===== src/rtl/spi_rx_pkg.sv =====
package spi_rx_pkg;
  typedef enum logic [1:0] {
    REG_CTRL  = 2'd0,
    REG_STAT  = 2'd1,
    REG_EMPTY = 2'd2,
    REG_NONE  = 2'd3
  } reg_sel_e;

  localparam int unsigned CTRL_EN_BIT    = 0;
  localparam int unsigned CTRL_OS_BIT    = 1;
  localparam int unsigned CTRL_START_LSB = 4;
  localparam int unsigned CTRL_END_LSB   = 8;
  localparam int unsigned STAT_DONE_BIT  = 0;
  localparam int unsigned STAT_OVR_BIT   = 1;
  localparam int unsigned STAT_PTR_LSB   = 4;
endpackage


===== src/rtl/spi_rx_sync.sv =====
module spi_rx_sync #(
  parameter int unsigned     WIDTH   = 1,
  parameter int unsigned     STAGES  = 2,
  parameter logic [WIDTH-1:0] RST_VAL = '0
) (
  input  logic             clk_i,
  input  logic             rst_ni,
  input  logic [WIDTH-1:0] d_i,
  output logic [WIDTH-1:0] q_o
);
  for (genvar s = 0; s < STAGES; s++) begin : g_stg
    logic [WIDTH-1:0] q;
    if (s == 0) begin : g_first
      always_ff @(posedge clk_i or negedge rst_ni)
        if (!rst_ni) q <= RST_VAL;
        else         q <= d_i;
    end else begin : g_next
      always_ff @(posedge clk_i or negedge rst_ni)
        if (!rst_ni) q <= RST_VAL;
        else         q <= g_stg[s-1].q;
    end
  end

  assign q_o = g_stg[STAGES-1].q;
endmodule


===== src/rtl/spi_rx_shift.sv =====
module spi_rx_shift #(
  parameter int unsigned WORD_W = 8,
  parameter int unsigned STAGES = 2
) (
  input  logic              clk_i,
  input  logic              rst_ni,
  input  logic              sclk_i,
  input  logic              cs_ni,
  input  logic              mosi_i,
  output logic              word_vld_o,
  output logic [WORD_W-1:0] word_o
);
  localparam int unsigned CNT_W = $clog2(WORD_W);

  logic [2:0]        pin_s;
  logic              sclk_s, cs_s, mosi_s, sclk_d;
  logic              sclk_rise;
  logic [CNT_W-1:0]  bit_cnt;
  logic [WORD_W-1:0] shreg;

  spi_rx_sync #(.WIDTH(3), .STAGES(STAGES), .RST_VAL(3'b010)) u_sync (
    .clk_i (clk_i),
    .rst_ni(rst_ni),
    .d_i   ({sclk_i, cs_ni, mosi_i}),
    .q_o   (pin_s)
  );

  assign {sclk_s, cs_s, mosi_s} = pin_s;
  assign sclk_rise = sclk_s & ~sclk_d;

  always_ff @(posedge clk_i or negedge rst_ni) begin
    if (!rst_ni) begin
      sclk_d     <= 1'b0;
      bit_cnt    <= '0;
      shreg      <= '0;
      word_o     <= '0;
      word_vld_o <= 1'b0;
    end else begin
      sclk_d     <= sclk_s;
      word_vld_o <= 1'b0;
      if (cs_s) begin
        // frame aborted or idle: drop partial word
        bit_cnt <= '0;
        shreg   <= '0;
      end else if (sclk_rise) begin
        shreg <= {shreg[WORD_W-2:0], mosi_s};
        if (bit_cnt == CNT_W'(WORD_W-1)) begin
          bit_cnt    <= '0;
          word_o     <= {shreg[WORD_W-2:0], mosi_s};
          word_vld_o <= 1'b1;
        end else begin
          bit_cnt <= bit_cnt + 1'b1;
        end
      end
    end
  end
endmodule


===== src/rtl/spi_rx_slots.sv =====
module spi_rx_slots #(
  parameter int unsigned WORD_W    = 8,
  parameter int unsigned NUM_SLOTS = 8,
  parameter int unsigned IDX_W     = $clog2(NUM_SLOTS)
) (
  input  logic              clk_i,
  input  logic              rst_ni,
  input  logic              en_i,
  input  logic [IDX_W-1:0]  start_i,
  input  logic [IDX_W-1:0]  end_i,
  input  logic              wr_i,
  input  logic [WORD_W-1:0] wdata_i,
  input  logic              rd_i,
  input  logic [IDX_W-1:0]  rd_idx_i,
  input  logic              clr_done_i,
  input  logic              clr_ovr_i,
  output logic [WORD_W-1:0] rdata_o,
  output logic [NUM_SLOTS-1:0] empty_o,
  output logic [IDX_W-1:0]  ptr_o,
  output logic              done_o,
  output logic              ovr_o,
  output logic              last_fill_o
);
  logic                              store;
  logic                              at_end;
  logic [IDX_W-1:0]                  ptr_nxt;
  logic [NUM_SLOTS-1:0][WORD_W-1:0]  data_flat;

  assign store       = wr_i & en_i;
  assign at_end      = (ptr_o == end_i);
  assign last_fill_o = store & at_end;
  assign ptr_nxt     = (ptr_o == IDX_W'(NUM_SLOTS-1)) ? '0 : ptr_o + 1'b1;

  for (genvar g = 0; g < NUM_SLOTS; g++) begin : g_slot
    logic [WORD_W-1:0] data_q;
    logic              empty_q;
    logic              hit_wr, hit_rd;

    assign hit_wr = store & (ptr_o == IDX_W'(g));
    assign hit_rd = rd_i & (rd_idx_i == IDX_W'(g));

    always_ff @(posedge clk_i or negedge rst_ni) begin
      if (!rst_ni) begin
        data_q  <= '0;
        empty_q <= 1'b1;
      end else if (hit_wr) begin
        data_q  <= wdata_i;
        empty_q <= 1'b0;
      end else if (hit_rd) begin
        empty_q <= 1'b1;
      end
    end

    assign data_flat[g] = data_q;
    assign empty_o[g]   = empty_q;
  end

  assign rdata_o = data_flat[rd_idx_i];

  always_ff @(posedge clk_i or negedge rst_ni) begin
    if (!rst_ni) begin
      ptr_o  <= '0;
      done_o <= 1'b0;
      ovr_o  <= 1'b0;
    end else begin
      if (!en_i)      ptr_o <= start_i;
      else if (store) ptr_o <= at_end ? start_i : ptr_nxt;

      if (last_fill_o)     done_o <= 1'b1;
      else if (clr_done_i) done_o <= 1'b0;

      if (store && !empty_o[ptr_o]) ovr_o <= 1'b1;
      else if (clr_ovr_i)           ovr_o <= 1'b0;
    end
  end
endmodule


===== src/rtl/spi_rx_group.sv =====
module spi_rx_group
  import spi_rx_pkg::*;
#(
  parameter int unsigned WORD_W    = 8,
  parameter int unsigned NUM_SLOTS = 8,
  parameter int unsigned REG_W     = 16,
  parameter int unsigned SYNC_STG  = 2,
  localparam int unsigned IDX_W    = $clog2(NUM_SLOTS),
  localparam int unsigned ADDR_W   = IDX_W + 1
) (
  input  logic              clk_i,
  input  logic              rst_ni,
  input  logic              sclk_i,
  input  logic              cs_ni,
  input  logic              mosi_i,
  input  logic [ADDR_W-1:0] reg_addr_i,
  input  logic              reg_wr_i,
  input  logic              reg_rd_i,
  input  logic [REG_W-1:0]  reg_wdata_i,
  output logic [REG_W-1:0]  reg_rdata_o,
  output logic              irq_done_o,
  output logic              irq_ovr_o
);
  logic                 word_vld;
  logic [WORD_W-1:0]    word;
  logic                 grp_en, one_shot;
  logic [IDX_W-1:0]     start_idx, end_idx, cur_ptr;
  logic [NUM_SLOTS-1:0] empty_map;
  logic [WORD_W-1:0]    slot_rdata;
  logic                 last_fill;
  logic                 is_slot;
  reg_sel_e             reg_sel;
  logic                 ctrl_wr, stat_wr, slot_rd;
  logic                 unused_wdata;

  assign is_slot = reg_addr_i[ADDR_W-1];
  assign reg_sel = reg_sel_e'(reg_addr_i[1:0]);
  assign ctrl_wr = reg_wr_i & ~is_slot & (reg_sel == REG_CTRL);
  assign stat_wr = reg_wr_i & ~is_slot & (reg_sel == REG_STAT);
  assign slot_rd = reg_rd_i & is_slot;
  assign unused_wdata = ^reg_wdata_i;

  spi_rx_shift #(.WORD_W(WORD_W), .STAGES(SYNC_STG)) u_shift (
    .clk_i     (clk_i),
    .rst_ni    (rst_ni),
    .sclk_i    (sclk_i),
    .cs_ni     (cs_ni),
    .mosi_i    (mosi_i),
    .word_vld_o(word_vld),
    .word_o    (word)
  );

  spi_rx_slots #(.WORD_W(WORD_W), .NUM_SLOTS(NUM_SLOTS), .IDX_W(IDX_W)) u_slots (
    .clk_i      (clk_i),
    .rst_ni     (rst_ni),
    .en_i       (grp_en),
    .start_i    (start_idx),
    .end_i      (end_idx),
    .wr_i       (word_vld),
    .wdata_i    (word),
    .rd_i       (slot_rd),
    .rd_idx_i   (reg_addr_i[IDX_W-1:0]),
    .clr_done_i (stat_wr & reg_wdata_i[STAT_DONE_BIT]),
    .clr_ovr_i  (stat_wr & reg_wdata_i[STAT_OVR_BIT]),
    .rdata_o    (slot_rdata),
    .empty_o    (empty_map),
    .ptr_o      (cur_ptr),
    .done_o     (irq_done_o),
    .ovr_o      (irq_ovr_o),
    .last_fill_o(last_fill)
  );

  always_ff @(posedge clk_i or negedge rst_ni) begin
    if (!rst_ni) begin
      grp_en    <= 1'b0;
      one_shot  <= 1'b0;
      start_idx <= '0;
      end_idx   <= '0;
    end else if (ctrl_wr) begin
      grp_en    <= reg_wdata_i[CTRL_EN_BIT];
      one_shot  <= reg_wdata_i[CTRL_OS_BIT];
      start_idx <= reg_wdata_i[CTRL_START_LSB +: IDX_W];
      end_idx   <= reg_wdata_i[CTRL_END_LSB +: IDX_W];
    end else if (last_fill && one_shot) begin
      grp_en <= 1'b0;
    end
  end

  always_comb begin
    reg_rdata_o = '0;
    if (is_slot) begin
      reg_rdata_o[WORD_W-1:0] = slot_rdata;
    end else begin
      unique case (reg_sel)
        REG_CTRL: begin
          reg_rdata_o[CTRL_EN_BIT]               = grp_en;
          reg_rdata_o[CTRL_OS_BIT]               = one_shot;
          reg_rdata_o[CTRL_START_LSB +: IDX_W]   = start_idx;
          reg_rdata_o[CTRL_END_LSB +: IDX_W]     = end_idx;
        end
        REG_STAT: begin
          reg_rdata_o[STAT_DONE_BIT]             = irq_done_o;
          reg_rdata_o[STAT_OVR_BIT]              = irq_ovr_o;
          reg_rdata_o[STAT_PTR_LSB +: IDX_W]     = cur_ptr;
        end
        REG_EMPTY: reg_rdata_o[NUM_SLOTS-1:0]    = empty_map;
        default:   reg_rdata_o = '0;
      endcase
    end
  end
endmodule


===== config.mk =====
export PLATFORM = sky130hd
export DESIGN_NAME = spi_rx_group
export DESIGN_NICKNAME = d
export VERILOG_FILES = /design/src/rtl/spi_rx_pkg.sv /design/src/rtl/spi_rx_sync.sv /design/src/rtl/spi_rx_shift.sv /design/src/rtl/spi_rx_slots.sv /design/src/rtl/spi_rx_group.sv
export SDC_FILE = /design/constraint.sdc
export NUM_CORES = 1
export LEC_CHECK = 0
export BUFFER_PORTS_ARGS = -buffer_cell sky130_fd_sc_hd__buf_2
export CORE_ASPECT_RATIO = 1.5
export CORE_MARGIN = 8
export CORE_UTILIZATION = 35
export DETAILED_ROUTE_END_ITERATION = 8
export GPL_ROUTABILITY_DRIVEN = 1
export PLACE_DENSITY = 0.48
export SLEW_MARGIN = 25
export SYNTH_ARGS = -nofsm -noshare
export SYNTH_HDL_FRONTEND = slang
export SYNTH_SLANG_ARGS = --single-unit

===== constraint.sdc =====
create_clock -name clk_i -period 1.9 [get_ports clk_i]
set_input_delay 0.38 -clock clk_i [delete_from_list [all_inputs] [get_ports clk_i]]
set_output_delay 0.38 -clock clk_i [all_outputs]
set_load 0.005 [all_outputs]

## After elaboration in Yosys (flattened, before gate mapping)

Index checks and enable logic that the tools add are counted.

| storage, ports and cells | value |
|---|---|
| output and inout bits | 18 |
| bits of input ports | 27 |
| register bits | 111 |

| cells by class | value |
|---|---|
| eq/ne operators | 19 |
| order comparisons | 2 |
| multiplexer cells | 45 |
| bitwise operators | 28 |
| add/subtract/negate cells | 2 |
| reduce and logical (&&, ||, !) cells | 19 |

Operators by type and width:

| operator | count |
|---|---|
| 3-bit == test, second input constant | 9 |
| 1-bit two-way mux | 27 |
| 3-bit two-way mux | 9 |
| 1-bit AND | 25 |
| 8-bit binary-select mux with 3-bit select | 1 |
| 2-bit nonzero test | 12 |
| 8-bit two-way mux | 2 |
| 7-bit two-way mux | 2 |
| 3-bit by 2-bit == test with 1-bit output, second input constant | 4 |
| 3-bit case mux with 3 select lines | 1 |
| 3-bit by 4-bit < comparator with 1-bit output, second input constant | 2 |
| 3-bit by 1-bit adder with 3-bit output, second input constant | 2 |
| 3-bit by 1-bit == test with 1-bit output, second input constant | 2 |
| 3-bit zero test | 2 |
| 2-bit case mux with 3 select lines | 1 |
| 1-bit binary-select mux with 3-bit select | 1 |
| 3-bit == test | 1 |
| 1-bit NOT | 3 |
| 3-bit AND reduction | 1 |
| 2-bit by 1-bit == test with 1-bit output, second input constant | 1 |
| 2-bit == test, second input constant | 1 |
| 1-bit logical AND | 2 |
| 2-bit zero test | 1 |
| 2-bit two-way mux | 1 |
| 2 further kinds | 2 |

## Logic depth before layout (Yosys ltp)

| depth | value |
|---|---|
| word-level depth | 6 |
| gate-level depth with buffers | 7 |

## By module

Synthesis repeated with hierarchy kept, for this count alone.

| unflattened totals | value |
|---|---|
| cells, all modules | 396 |
| area total of the unflattened synthesis | 5373.9 µm² |

Modules (own cells, without submodules):

| module | instances | cells an instance | sequential area each (µm²) | area each (µm²) |
|---|---|---|---|---|
| spi_rx_slots | 1 | 260 | 1936.9 | 3764.9 |
| spi_rx_shift | 1 | 67 | 500.5 | 802.0 |
| spi_rx_group | 1 | 63 | 200.2 | 654.4 |
| spi_rx_sync | 1 | 6 | 152.6 | 152.6 |

## Least setup slack after synthesis

OpenSTA, ideal clock, no wires.

| path | value |
|---|---|
| path type | input-to-output |
| start | input port reg_addr_i[1] |
| end | output port reg_rdata_o[6] |
| stages on the path | 6 |
| path slack | 0.214 ns |
| arrival | 1.306 ns |
| required time | 1.520 ns |
| cells stage by stage | buf_6 > buf_12 > mux2_4 > a21oi_1 > a221oi_1 > o21a_1 |

| on the way | value |
|---|---|
| word-level cells in the longest chain between the ends | 3 |

Ends and longest elaborated chain:

| item | line | text |
|---|---|---|
| from (decl) | spi_rx_group.sv:16 | `input logic [ADDR_W-1:0] reg_addr_i,` |
| 8-bit binary-select mux with 3-bit select (tied with other cells) | spi_rx_slots.sv:58 | `assign rdata_o = data_flat[rd_idx_i];` |
| 8-bit two-way mux (not written as such) or 3-bit case mux with 3 select lines (tied branches) | spi_rx_slots.sv:58, spi_rx_group.sv:94 |  |
| 8-bit two-way mux (*) | spi_rx_group.sv:91 | `if (is_slot) begin` |
| to (decl) | spi_rx_group.sv:20 | `output logic [REG_W-1:0] reg_rdata_o,` |

Every way passes the cells marked *; elsewhere a longest branch is shown, timed or not. The select of a mux whose other input is x is not followed.

## Worst setup path after layout

| path | value |
|---|---|
| start | register u_slots.g_slot[3].data_q[2] |
| end | output port reg_rdata_o[2] |

| on the way | value |
|---|---|
| word-level cells in the longest chain between the ends | 3 |

Ends and longest elaborated chain:

| item | line | text |
|---|---|---|
| from (decl) | spi_rx_slots.sv:35 | `logic [WORD_W-1:0] data_q;` |
| from (signal assigned) | spi_rx_slots.sv:47 | `data_q <= wdata_i;` |
| 8-bit binary-select mux with 3-bit select | spi_rx_slots.sv:58 |  |
| 8-bit two-way mux (not written as such) | spi_rx_slots.sv:58 |  |
| 8-bit two-way mux | spi_rx_group.sv:91 |  |

Every way passes these cells. The select of a mux whose other input is x is not followed.

==> impl_metrics.tcl <==
set metrics [dict create \
    status "finished with violations" \
    violations "setup timing" \
    final_nets 553 \
    async_reset_ff_frac 1.00 \
    die_w_um 117 \
    insertedDiodeCount 0 \
    dpl.hpwl_um 9770 \
    drv_slew 0 \
    max_slew_margin 0.588 \
    yosys_most_used_dff "dfrtp_1" \
    clk_pin_slew_ns 0.08 \
    worstPathRequired_ns 1.52 \
    pin_count 45 \
    cp-start-kind "flop" \
    fin_util 0.420 \
    dp_slack_ns -0.117 \
    crit_type "flop to primary output" \
    synthCells 463 \
    finalSetupViolations 4 \
    rsz0062_at_grt "true" \
    p_clk_frac 0.349 \
    holdCritPathClass "input port to flop" \
    yosys.area.top_type "dfrtp_1" \
    cts_htree_levels 3 \
    p_int_mw 3.83 \
    p_per_area_nw_per_um2 840 \
    drive_gt1_frac 0.374 \
    grt_pass1_wl_um 21400 \
    clock_sinks 111 \
    row_count 55 \
    ir_drop_v 0.000366 \
    synth_area_um2 5370 \
    initial_core_util 0.357 \
    ys_warn_count 0 \
    worstPathMaxFanout 2 \
    antenna_left 0 \
    drt_wl_total_um 13300 \
    tightest_slew_ns 0.617 \
    final_hold_viol_count 0 \
    seq_area_frac_synth 0.519 \
    yosys_register_bits 111 \
    cts_tree "done" \
    place.gp.congestion 0.861 \
    antenna_found_initial 0 \
    combPwrFrac 0.162 \
    track_usage 0.143 \
    drt_iter0_markers 233 \
    clock_latency_ns 0.35 \
    synth_area_leaders "dfrtp_1 (47%), mux2_2 (14%), nand2_1 (5.4%)" \
    fin_crit_sh 1.04 \
    die_height_um 168 \
    nFillCells 1452 \
    route.detailed.drc 0 \
    leakagePower_nw 3.10 \
    yosysUniqueCellTypes 50 \
    numCtsBuffers 9 \
    grt_max_degree 48 \
    synth_edf_count 0 \
    grt_pass1_vias 3835 \
    coreArea_um2 15100 \
    fin_worst_skew_ns 0.0131 \
    drv_cap 0 \
    yosys.area.top_type_share 0.470 \
    max_freq_mhz 504 \
    clock_path_buffers 2 \
    avgSynthCellArea_um2 11.6 \
    final.min_clock_period_ns 1.98 \
    syn_to_final_growth_pct 17.9 \
    die-area_um2 19700 \
    p_seq_frac 0.489 \
    viasPerCell 5.01 \
    wire_per_inst_um 18.5 \
    power.switching_mw 1.49 \
    clockRootBuffer "clkbuf_16" \
    port_buffers 31 \
    dr.pass1.iters 6 \
    routed-via-count 3615 \
    critical_path_arrival_ns 1.60 \
    finalWorstSetupSlack_ns -0.0837 \
    overflow 0 \
    crit_path_end_kind "primary output" \
    swShare 0.281 \
]
## cells in the mapped netlist (5+ instances only)
master,count
clkbuf_1,13
inv_1,7
nand3_1,9
buf_2,7
mux4_2,5
nor2_1,13
buf_4,10
ha_1,9
mux2i_1,26
nand2_1,78
and2_1,7
dfstp_2,10
dfrtp_1,101
a31oi_1,6
a21oi_1,29
mux2_2,68
## kinds of logic after synthesis
logic type      count (synthesis)  share of synthesized area
other cells                     1                   0.000698
fa+ha+maj                       9                     0.0210
buf+inv                        45                     0.0505
flops                         111                      0.519
xor+xnor                        3                    0.00489
compound gates                 62                     0.0729
simple gates                  132                      0.116
mux                           100                      0.215
## worst paths after layout
path	startpoint	end	slack, ns	depth (start not counted)
max in group asynchronous	rst_ni	u_slots.g_slot[6].empty_q	0.91	3
hold / removal	cs_ni	u_shift.u_sync.g_stg[0].q[1]	0.12	1
hold reg to reg	u_shift.u_sync.g_stg[0].q[0]	u_shift.u_sync.q_o[0]	0.35	0
setup reg to reg	u_slots.ptr_o[1]	u_slots.g_slot[1].data_q[4]	0.17	5
setup / recovery	u_slots.g_slot[3].data_q[2]	reg_rdata_o[2]	-0.08	4
min in group asynchronous	rst_ni	u_slots.g_slot[3].data_q[0]	0.36	2
## worst max-delay path, stage by stage (launching register included)
cell       delay, ns
dfrtp_1         0.39
mux4_2          0.49
o2111ai_2       0.19
nand2_1         0.08
buf_2           0.13
## placed cells by master (no fill, tap or decap), types with 5 or more instances in the layout
master | synthesis | layout
ha_1 | 9 | 9
buf_4 | 10 | 39
dfstp_2 | 10 | 10
nand3_1 | 9 | 9
nor2_1 | 13 | 13
a21oi_2 | 0 | 5
buf_2 | 7 | 28
a21oi_1 | 29 | 23
nand2_1 | 78 | 78
and2_1 | 7 | 7
dfrtp_1 | 101 | 100
mux2_2 | 68 | 65
mux4_2 | 5 | 5
conb_1 | 1 | 5
clkbuf_16 | 0 | 9
a31oi_1 | 6 | 6
mux2i_1 | 26 | 25
inv_1 | 7 | 7
## final cells by class
| cell class | instances | area, µm² | share of cell area |
|---|---|---|---|
| Tap cell | 199 | 249 | 0.0393 |
| Timing Repair Buffer | 75 | 564 | 0.0891 |
| Inverter | 9 | 33.8 | 0.00533 |
| Clock inverter | 5 | 48.8 | 0.00770 |
| Multi-Input combinational cell | 311 | 2400 | 0.380 |
| Clock buffer | 11 | 243 | 0.0383 |
| Sequential cell | 111 | 2790 | 0.441 |
## per-layer routing
layer  share of wire  GRT usage
met5               0          0
met4           0.022     0.0520
met3           0.039     0.0230
met2            0.54      0.254
met1            0.40      0.167
## registers in the layout, summed over array words and instances (netlist names), 3 cells and up
signal	flops
u_shift.bit_cnt	3
u_shift.word_o	8
u_shift.u_sync.q_o	3
u_slots.g_slot.empty_q	8
start_idx	3
u_slots.ptr_o	3
u_shift.shreg	7
end_idx	3
u_slots.g_slot.data_q	64
u_shift.u_sync.g_stg.q	3
## power by group through the flow
stage | Clock (mW) | Sequential [mW] | Combinational (mW)
2_1_floorplan | 0 | 2.59 | 0.538
3_3_place_gp | 0 | 2.66 | 0.790
3_5_place_dp | 0 | 2.66 | 0.805
4_1_cts | 1.92 | 2.60 | 0.865
5_1_grt | 2.02 | 2.62 | 0.947
6_report | 1.86 | 2.60 | 0.862
## stage by stage
step	power [mW]	setup TNS [ns]	hold WS, ns	cells	cell area [µm²]
floorplan	3.13	0	0.0844	467	5390
global placement	3.45	-0.566	0.186	698	5870
detailed placement	3.46	-0.556	0.183	698	5870
CTS	5.39	-0.278	0.108	720	6300
global route	5.59	-0.663	0.106	721	6330
finish	5.32	-0.200	0.121	721	6330
## timing repair
item | 4_1_cts | 5_1_grt
pin swaps | 7 | 2
gates cloned | 1 | 0
resized for setup | 17 | 7
setup buffers | 4 | 1
hold buffers | 1 | 0
setup endpoints to repair | 8 | 8
endpoints found under the hold margin | 1 | 0
(Power assumes the default switching activity.)
